==> src/rtl/phy_rst_seq_pkg.sv <==
package phy_rst_seq_pkg;

    typedef enum logic [1:0] {
        OP_ADDR        = 2'd0,
        OP_WRITE       = 2'd1,
        OP_WRITE_NOACK = 2'd2,
        OP_READ        = 2'd3
    } cr_op_e;

    typedef enum logic [2:0] {
        S_IDLE,
        S_PRE,
        S_ADDR_RST,
        S_WR_RST,
        S_POLL_WAIT,
        S_ADDR_STAT,
        S_RD_STAT
    } seq_state_e;

endpackage

==> src/rtl/seq_delay.sv <==
module seq_delay #(
    parameter int W = 16
) (
    input  logic         clk,
    input  logic         rst_n,
    input  logic         load_i,
    input  logic [W-1:0] val_i,
    output logic         expired_o
);
    logic [W-1:0] cnt_d, cnt_q;

    always_comb begin
        cnt_d = cnt_q;
        if (load_i)
            cnt_d = val_i;
        else if (cnt_q != '0)
            cnt_d = cnt_q - 1'b1;
    end

    always_ff @(posedge clk or negedge rst_n) begin
        if (!rst_n) cnt_q <= '0;
        else        cnt_q <= cnt_d;
    end

    assign expired_o = (cnt_q == '0);

    // a counting delay only moves downward until reloaded
    p_count_down_r4: assert property (@(posedge clk) disable iff (!rst_n)
        (!$past(load_i) && $past(cnt_q) != '0) |-> cnt_q == $past(cnt_q) - 1'b1);

endmodule

==> src/rtl/phy_rst_seq.sv <==
module phy_rst_seq
    import phy_rst_seq_pkg::*;
#(
    parameter int          PRE_CYCLES  = 2000,
    parameter int          POLL_CYCLES = 15000,
    parameter int          MAX_TRIES   = 10,
    parameter int          DW          = 16,
    parameter logic [15:0] RST_REG     = 16'h7F3F,
    parameter logic [15:0] STAT_REG    = 16'h2003,
    parameter logic [15:0] RST_VAL     = 16'h0001,
    parameter int          LOCK_BIT    = 1
) (
    input  logic          clk,
    input  logic          rst_n,
    input  logic          start_i,
    output logic          cmd_valid_o,
    output logic [1:0]    cmd_op_o,
    output logic [DW-1:0] cmd_data_o,
    input  logic          rsp_valid_i,
    input  logic          rsp_err_i,
    input  logic [DW-1:0] rsp_data_i,
    output logic          done_o,
    output logic          pass_o,
    output logic          poll_timeout_o,
    output logic          hs_fail_o
);
    localparam int MAXD = (PRE_CYCLES > POLL_CYCLES) ? PRE_CYCLES : POLL_CYCLES;
    localparam int TW   = $clog2(MAXD + 1);
    localparam int TRW  = $clog2(MAX_TRIES + 1);
    localparam logic [TW-1:0]  PRE_LOAD  = TW'(PRE_CYCLES - 1);
    localparam logic [TW-1:0]  POLL_LOAD = TW'(POLL_CYCLES - 1);
    localparam logic [TRW-1:0] LAST_TRY  = TRW'(MAX_TRIES - 1);
    localparam cr_op_e         RST_OP    = RST_VAL[0] ? OP_WRITE_NOACK : OP_WRITE;

    typedef struct packed {
        seq_state_e     state;
        logic           sent;
        logic [TRW-1:0] tries;
        logic           done;
        logic           pass;
        logic           tmo;
        logic           fail;
    } seq_regs_t;

    seq_regs_t s_d, s_q;
    logic          tmr_load, tmr_exp, is_cmd;
    logic [TW-1:0] tmr_val;
    cr_op_e        op;
    logic [DW-1:0] data;

    seq_delay #(.W(TW)) u_delay (
        .clk      (clk),
        .rst_n    (rst_n),
        .load_i   (tmr_load),
        .val_i    (tmr_val),
        .expired_o(tmr_exp)
    );

    always_comb begin
        s_d         = s_q;
        s_d.done    = 1'b0;
        tmr_load    = 1'b0;
        tmr_val     = '0;
        is_cmd      = 1'b0;
        op          = OP_ADDR;
        data        = '0;
        cmd_valid_o = 1'b0;

        case (s_q.state)
            S_IDLE: if (start_i) begin
                s_d.state = S_PRE;
                s_d.sent  = 1'b0;
                s_d.tries = '0;
                s_d.pass  = 1'b0;
                s_d.tmo   = 1'b0;
                s_d.fail  = 1'b0;
                tmr_load  = 1'b1;
                tmr_val   = PRE_LOAD;
            end
            S_PRE:       if (tmr_exp) s_d.state = S_ADDR_RST;
            S_POLL_WAIT: if (tmr_exp) s_d.state = S_ADDR_STAT;
            S_ADDR_RST:  begin is_cmd = 1'b1; op = OP_ADDR; data = DW'(RST_REG);  end
            S_WR_RST:    begin is_cmd = 1'b1; op = RST_OP;  data = DW'(RST_VAL);  end
            S_ADDR_STAT: begin is_cmd = 1'b1; op = OP_ADDR; data = DW'(STAT_REG); end
            S_RD_STAT:   begin is_cmd = 1'b1; op = OP_READ; data = '0;            end
            default:     s_d.state = S_IDLE;
        endcase

        if (is_cmd) begin
            cmd_valid_o = !s_q.sent;
            if (!s_q.sent) begin
                s_d.sent = 1'b1;
            end else if (rsp_valid_i) begin
                s_d.sent = 1'b0;
                if (rsp_err_i) begin
                    s_d.state = S_IDLE;
                    s_d.done  = 1'b1;
                    s_d.fail  = 1'b1;
                end else begin
                    case (s_q.state)
                        S_ADDR_RST:  s_d.state = S_WR_RST;
                        S_WR_RST: begin
                            s_d.state = S_POLL_WAIT;
                            tmr_load  = 1'b1;
                            tmr_val   = POLL_LOAD;
                        end
                        S_ADDR_STAT: s_d.state = S_RD_STAT;
                        default: begin
                            if (rsp_data_i[LOCK_BIT]) begin
                                s_d.state = S_IDLE;
                                s_d.done  = 1'b1;
                                s_d.pass  = 1'b1;
                            end else if (s_q.tries == LAST_TRY) begin
                                s_d.state = S_IDLE;
                                s_d.done  = 1'b1;
                                s_d.tmo   = 1'b1;
                            end else begin
                                s_d.tries = s_q.tries + 1'b1;
                                s_d.state = S_POLL_WAIT;
                                tmr_load  = 1'b1;
                                tmr_val   = POLL_LOAD;
                            end
                        end
                    endcase
                end
            end
        end
    end

    always_ff @(posedge clk or negedge rst_n) begin
        if (!rst_n) begin
            s_q <= '{state: S_IDLE, sent: 1'b0, tries: '0,
                     done: 1'b0, pass: 1'b0, tmo: 1'b0, fail: 1'b0};
        end else begin
            s_q <= s_d;
        end
    end

    assign cmd_op_o       = op;
    assign cmd_data_o     = data;
    assign done_o         = s_q.done;
    assign pass_o         = s_q.pass;
    assign poll_timeout_o = s_q.tmo;
    assign hs_fail_o      = s_q.fail;

    p_single_issue_r5: assert property (@(posedge clk) disable iff (!rst_n)
        cmd_valid_o |=> !cmd_valid_o);

    p_done_pulse_r10: assert property (@(posedge clk) disable iff (!rst_n)
        done_o |=> !done_o);

    p_one_verdict_r10: assert property (@(posedge clk) disable iff (!rst_n)
        $onehot0({pass_o, poll_timeout_o, hs_fail_o}));

    p_done_has_verdict_r7: assert property (@(posedge clk) disable iff (!rst_n)
        done_o |-> $countones({pass_o, poll_timeout_o, hs_fail_o}) == 1);

    p_flags_hold_r10: assert property (@(posedge clk) disable iff (!rst_n)
        (s_q.state == S_IDLE && !start_i && !done_o) |=>
            $stable({pass_o, poll_timeout_o, hs_fail_o}));

    p_try_bound_r7: assert property (@(posedge clk) disable iff (!rst_n)
        s_q.tries < TRW'(MAX_TRIES));

    p_abort_quiet_r8: assert property (@(posedge clk) disable iff (!rst_n)
        (rsp_valid_i && rsp_err_i && s_q.sent) |=> ##1 !cmd_valid_o);

endmodule

==> config.mk <==
export PLATFORM = sky130hd
export DESIGN_NAME = phy_rst_seq
export DESIGN_NICKNAME = d
export VERILOG_FILES = /design/src/rtl/phy_rst_seq_pkg.sv /design/src/rtl/seq_delay.sv /design/src/rtl/phy_rst_seq.sv
export SDC_FILE = /design/constraint.sdc
export NUM_CORES = 1
export LEC_CHECK = 0
export ABC_AREA = 1
export BUFFER_PORTS_ARGS = -buffer_cell sky130_fd_sc_hd__buf_2
export CORE_MARGIN = 2
export CORE_UTILIZATION = 27
export DETAILED_ROUTE_END_ITERATION = 8
export GPL_ROUTABILITY_DRIVEN = 1
export SYNTH_ARGS = -nofsm -noshare
export SYNTH_HDL_FRONTEND = slang
export SYNTH_SLANG_ARGS = --single-unit
==> constraint.sdc <==
create_clock -name clk -period 3 [get_ports clk]
set_input_delay 0.6 -clock clk [delete_from_list [all_inputs] [get_ports clk]]
set_output_delay 0.6 -clock clk [all_outputs]
set_load 0.005 [all_outputs]
==> results of run 1 <==
## logic make-up after synthesis
group,after synthesis,share of synthesized area
adder cells (fa/ha/maj),4,0.0288
XOR/XNOR,7,0.0352
AO/OA/AOI/OAI,22,0.0676
flip-flops,26,0.374
buffers and inverters,47,0.137
AND/OR/NAND/NOR,133,0.355
other,1,0.00215
## final timing paths
kind / from / end / slack (ns) / cells after the start
min: rst_n / s_q[4] / 0.31 / 1
max in group asynchronous: rst_n / s_q[10] / 2.29 / 1
min reg2reg: poll_timeout_o / poll_timeout_o / 0.49 / 2
max: s_q[9] / cmd_data_o[8] / 0.96 / 4
max reg2reg: u_delay.cnt_q[0] / u_delay.cnt_q[8] / 1.12 / 9
min in group clk: poll_timeout_o / poll_timeout_o / 0.49 / 2
## where the power goes
part / switching [mW] / internal (mW)
clock network: 0.113 / 0.117
logic: 0.330 / 0.197
registers: 0.109 / 0.449
total: 0.552 / 0.763
## cell type report
| cell class | count | area share |
|---|---|---|
| clock buffers | 4 | 0.0290 |
| inverters | 30 | 0.0593 |
| multi-input cells | 169 | 0.452 |
| flip-flops and latches | 26 | 0.343 |
| well taps | 77 | 0.0508 |
| repair buffers | 25 | 0.0659 |
## routing by layer
layer | wire (um) | vias to the layer above | track usage
li1 | - | 764 | -
met1 | 1790 | 687 | 0.138
met2 | 1660 | 21 | 0.175
met3 | 76 | 4 | 0.0118
met4 | 40 | 0 | 0.0440
met5 | 0 | - | 0
## Yosys cell counts, drive strengths merged
cell type   n  area share
nor2       42        0.10
inv        30       0.065
ha          4       0.029
a32o        1      0.0058
o31ai       1      0.0043
nand2      55        0.12
or2         1      0.0036
buf        17       0.073
xor2        3       0.015
nand4       2      0.0072
nand3      31        0.11
xnor2       4       0.020
conb        1      0.0022
a21oi       9       0.026
nor3        2      0.0058
dfrtp      26        0.37
o21ai      11       0.032
## state kept, by name, summed over array words and instances (netlist names)
signal,flops
done_o,1
hs_fail_o,1
pass_o,1
poll_timeout_o,1
s_q,8
u_delay.cnt_q,14
## cells in the final DEF, fill, tap and decap left out
cell	n
a21oi_1	9
a32o_1	1
buf_2	25
clkbuf_8	4
conb_1	3
dfrtp_1	26
ha_1	4
inv_1	28
inv_2	2
nand2_1	54
nand2_4	1
nand3_1	24
nand3_2	6
nand3_4	1
nand4_1	2
nor2_1	36
nor2_2	5
nor2_4	1
nor3_1	2
o21ai_0	10
o21ai_1	1
o31ai_1	1
or2_2	1
xnor2_1	4
xor2_1	3
## through the flow
step	worst slack, ns	utilization	hold WS, ns	instance area, sq um
floorplan	1.29	-	0.304	1750
global placement	1.10	0.294	0.459	1840
detailed placement	1.09	0.294	0.460	1840
CTS	0.949	0.302	0.347	1900
global route	0.779	0.302	0.377	1900
finish	0.956	0.302	0.314	1900
==> results.txt, run 1 <==
status -> finished clean
Final period util -> 0.681
Seq cells post-synth -> 26
CP top delay family -> buffers and inverters
grt total ovfl -> 0
Worst Path Required -> 2.40 ns
crit-path max cell delay -> 0.49 ns
largest net degree at the start of global routing -> 27
sequential fraction of the synthesis area -> 0.374
row count -> 29
total CTS buffers -> 3
peak supply drop -> 0.304 mV
chip height -> 84.3 um
io pins -> 44
Area Overhead vs Synth -> 9.06%
Die Width -> 84.3 um
Layout Cells excl Fill -> 331
Slew Viols, Final -> 0
Worst Hold Class -> input port to async pin
CTS sink cnt -> 26
most used cell, CP -> inv_1
wire length of the first global-routing pass -> 6.14 mm
DR WL/cell -> 10.8 um
Max Root-Sink Buffers -> 2
yosys warns -> 0
count of different cell masters after synthesis -> 26
core area -> 0.00628 sq mm
nets -> 280
DRC Markers -> 0
Via-to-Cell Ratio -> 4.46
mapped cell area -> 0.00174 sq mm
n_diodes -> 0
share of cells above drive strength 1 -> 0.181
GRT Util Overall -> 0.105
Clk pin slew, worst setup/hold paths -> 0.09 ns
Worst path slowest cell -> dfrtp_1
DRT Pass-1 Iters -> 4
PortBufs -> 25
CTS Hold Buffers Added -> 0
max_cap viols -> 0
Initial Util -> 0.277
syn avg cell area -> 7.25 sq um
Worst-Skew Late Latency -> 0.27 ns
crit-path cells -> inv_1 -> nand3_2 -> inv_1 -> buf_2
total power -> 1.32 mW
PD cells -> 693 mW/mm^2
Mapped Cells -> 240
Final min period -> 2.04 ns
multi-input logic area -> 858 sq um
DRT Wirelength -> 3.58 mm
CP arrival -> 1.44 ns
Crit path buffers/inverters -> 3
Rel. slew slack -> 0.605
Worst Max-Slew Pin Slew -> 0.592 ns
root cell of the clock tree -> clkbuf_8
fmax -> 489 MHz
vias in the first global route -> 1370
clk_skew -> 0.00661 ns
Setup Buffers After CTS -> 0
Crit. End Element -> output pin
Seq. cell area -> 651 sq um
Hold Vio Cnt, Final -> 0
H-tree Lvls -> 1
worst-path fanout max -> 11
final setup vio count -> 0
startpoint types -> register
CTS-repair resized insts -> 0
initial antenna violation count -> 0
gpl congestion -> 0.844
Iteration-0 DRC Markers -> 68
Post-DP HPWL -> 2.74 mm
vias -> 1476
TritonCTS clock tree -> built
setup TNS -> 0 ns
ANT nets after route -> 0
Lkg Pwr -> 0.994 nW
Placed Cells -> 327
critical path type -> register to output pin
Die ar. -> 0.00710 sq mm
RSZ-0062 raised after global routing -> false
Fillers -> 660
Power figures use the tool's default switching activity.
==> run 2, diff against run 1 <==
==> constraint.sdc (replaced) <==
create_clock -name clk -period 1.86 [get_ports clk]
set_input_delay 0.372 -clock clk [delete_from_list [all_inputs] [get_ports clk]]
set_output_delay 0.372 -clock clk [all_outputs]
set_load 0.005 [all_outputs]
==> run 2 against run 1 <==
Effect of this change: hold slack got worse by 0.21 ns; core utilization increased by 0.26 points; sequential power increased by 60%; critical path depth increased by 2; final area increased by 0.86%; critical path type unchanged; critical endpoint is now cmd_valid_o; largest power group unchanged.
==> results.txt, run 2 (synthesized netlist as in run 1, its figures left out) <==
pre-CTS WS -> 0.164 ns (was 1.09 ns)
TritonCTS clock tree -> built (unchanged)
Clk pin slew, worst setup/hold paths -> 0.09 ns (about the same)
clk_skew -> 0.00472 ns (was 0.00661 ns)
Final period util -> 0.938
max_cap viols -> 0 (unchanged)
CP arrival -> 1.37 ns (was 1.44 ns)
CTS-repair resized insts -> 0 (unchanged)
multi-input logic area -> 863 sq um (was 858 sq um)
core area -> 0.00628 sq mm (unchanged)
Seq. cell area -> 653 sq um (was 651 sq um)
DRT Wirelength -> 3.62 mm (was 3.58 mm)
peak supply drop -> 0.467 mV (was 0.304 mV)
GRT Util Overall -> 0.108 (was 0.105)
Worst Setup EP -> cmd_valid_o (was cmd_data_o[8])
commonest non-fill, non-tap cell in the layout -> nand2_1 (unchanged)
io pins -> 44 (unchanged)
nets -> 283 (was 280)
Crit. End Element -> output pin (unchanged)
Via-to-Cell Ratio -> 4.54 (was 4.46)
status -> finished clean (unchanged)
largest registers -> u_delay.cnt_q: 14 flops, s_q: 8 flops (unchanged)
critical path type -> register to output pin (unchanged)
Lkg Pwr -> 0.995 nW (was 0.994 nW)
final setup vio count -> 0 (unchanged)
Slew Viols, Final -> 0 (unchanged)
Worst Max-Slew Pin Slew -> 0.599 ns (was 0.592 ns)
Worst Path Required -> 1.49 ns (was 2.40 ns)
Crit path buffers/inverters -> 3 (unchanged)
crit-path cells -> inv_2 -> nand3_2 -> inv_1 -> nor2_2 -> nor2_1 -> buf_2 (was inv_1 -> nand3_2 -> inv_1 -> buf_2)
Max Root-Sink Buffers -> 2 (unchanged)
Levels on crit path -> 6 (was 4)
DRT Pass-1 Iters -> 4 (unchanged)
largest net degree at the start of global routing -> 27 (unchanged)
PD cells -> 1090 mW/mm^2 (was 693 mW/mm^2)
setup TNS -> 0 ns (unchanged)
CTS Hold Buffers Added -> 0 (unchanged)
H-tree Lvls -> 1 (unchanged)
DRC Markers -> 0 (unchanged)
grt total ovfl -> 0 (unchanged)
chip height -> 84.3 um (unchanged)
CTS sink cnt -> 26 (unchanged)
PortBufs -> 25 (unchanged)
gpl congestion -> 0.886 (was 0.844)
Initial Util -> 0.277 (unchanged)
startpoint types -> register (unchanged)
max reg flops -> 14 (unchanged)
fmax -> 573 MHz
Die ar. -> 0.00710 sq mm (unchanged)
Hold Vio Cnt, Final -> 0 (unchanged)
Fillers -> 672 (was 660)
R2R Path End -> u_delay.cnt_q[2] (was u_delay.cnt_q[8])
crit-path max cell delay -> 0.48 ns (was 0.49 ns)
Worst Hold Class -> input port to async pin (unchanged)
Final min period -> 1.74 ns
initial antenna violation count -> 0 (unchanged)
post-route setup slack -> 0.116 ns (was 0.956 ns)
cells on worst reg2reg path -> 9 (unchanged)
most flop-heavy register -> u_delay.cnt_q (unchanged)
total CTS buffers -> 3 (unchanged)
Worst path slowest cell -> dfrtp_2 (was dfrtp_1)
row count -> 29 (unchanged)
wire length of the first global-routing pass -> 6.38 mm (was 6.14 mm)
most frequent cells in the layout -> 54 x nand2_1, 36 x nor2_1, 27 x inv_1 (was 54 x nand2_1, 36 x nor2_1, 28 x inv_1)
Worst-Skew Late Latency -> 0.26 ns (was 0.27 ns)
Critical R2R Launch -> u_delay.cnt_q[0] (unchanged)
vias in the first global route -> 1441 (was 1370)
CP top delay family -> flip-flops (was buffers and inverters)
ANT nets after route -> 0 (unchanged)
worst-path fanout max -> 8 (was 11)
n_diodes -> 0 (unchanged)
Post-DP HPWL -> 2.83 mm (was 2.74 mm)
DR WL/cell -> 10.9 um (was 10.8 um)
Die Width -> 84.3 um (unchanged)
vias -> 1513 (was 1476)
root cell of the clock tree -> clkbuf_8 (unchanged)
share of cells above drive strength 1 -> 0.203 (was 0.181)
Setup Buffers After CTS -> 0 (unchanged)
flop-to-flop setup slack -> 0.24 ns (was 1.12 ns)
Rel. slew slack -> 0.601 (was 0.605)
RSZ-0062 raised after global routing -> false (unchanged)
CP startpoint -> s_q[10] (was s_q[9])
Iteration-0 DRC Markers -> 75 (was 68)
Area Overhead vs Synth -> 9.99% (was 9.06%)
[run 2: power breakdown]
part | total [mW] | leakage [nW] | internal [mW] | switching (mW)
registers | 0.892 | 0.317 | 0.727 | 0.166
logic | 0.883 | 0.657 | 0.337 | 0.546
clock network | 0.315 | 0.0216 | 0.145 | 0.170
[run 2: cell type report]
class	count	area share
sequential	26	0.341
clock buffer	3	0.0216
timing repair buffer	28	0.0771
multi-input combinational	169	0.451
tap	77	0.0503
inverter	30	0.0588
[run 2: worst min-delay path by stage]
| stage | startpoint | endpoint | slack [ns] | cells after the start |
|---|---|---|---|---|
| detailed placement | rst_n | s_q[5] | 0.43 | 1 |
| global route | rst_n | s_q[5] | 0.15 | 1 |
| CTS | rst_n | s_q[5] | 0.13 | 1 |
| finish | rst_n | s_q[4] | 0.1 | 1 |
| global placement | rst_n | s_q[4] | 0.42 | 1 |
| floorplan | rst_n | done_o | 0.08 | 0 |
[run 2: worst reg2reg max path, delay by kind of cell, from the launching register on]
kind / cells / cell delay, ns
simple gates: 6 / 0.61
fa+ha+maj: 1 / 0.16
buf+inv: 2 / 0.33
flops: 1 / 0.40
[run 2: per-layer routing]
| metal | share of wire | vias to the layer above | global-route usage | wire (um) |
|---|---|---|---|---|
| li1 | - | 774 | - | - |
| met5 | 0 | - | 0 | 0 |
| met1 | 0.47 | 714 | 0.146 | 1710 |
| met3 | 0.030 | 2 | 0.0118 | 110 |
| met4 | 0.0077 | 0 | 0.0352 | 28 |
| met2 | 0.49 | 23 | 0.180 | 1770 |
[run 2: per-stage QoR]
step	util	power [mW]	instances	instance area (sq um)	hold slack, ns
final	0.305	2.09	333	1910	0.0999
after global routing	0.305	2.31	333	1910	0.155
after CTS	0.304	2.11	333	1910	0.127
after detailed placement	0.297	1.79	330	1870	0.430
after global placement	0.297	1.77	330	1870	0.423
after floorplan	-	1.57	242	1750	0.0764
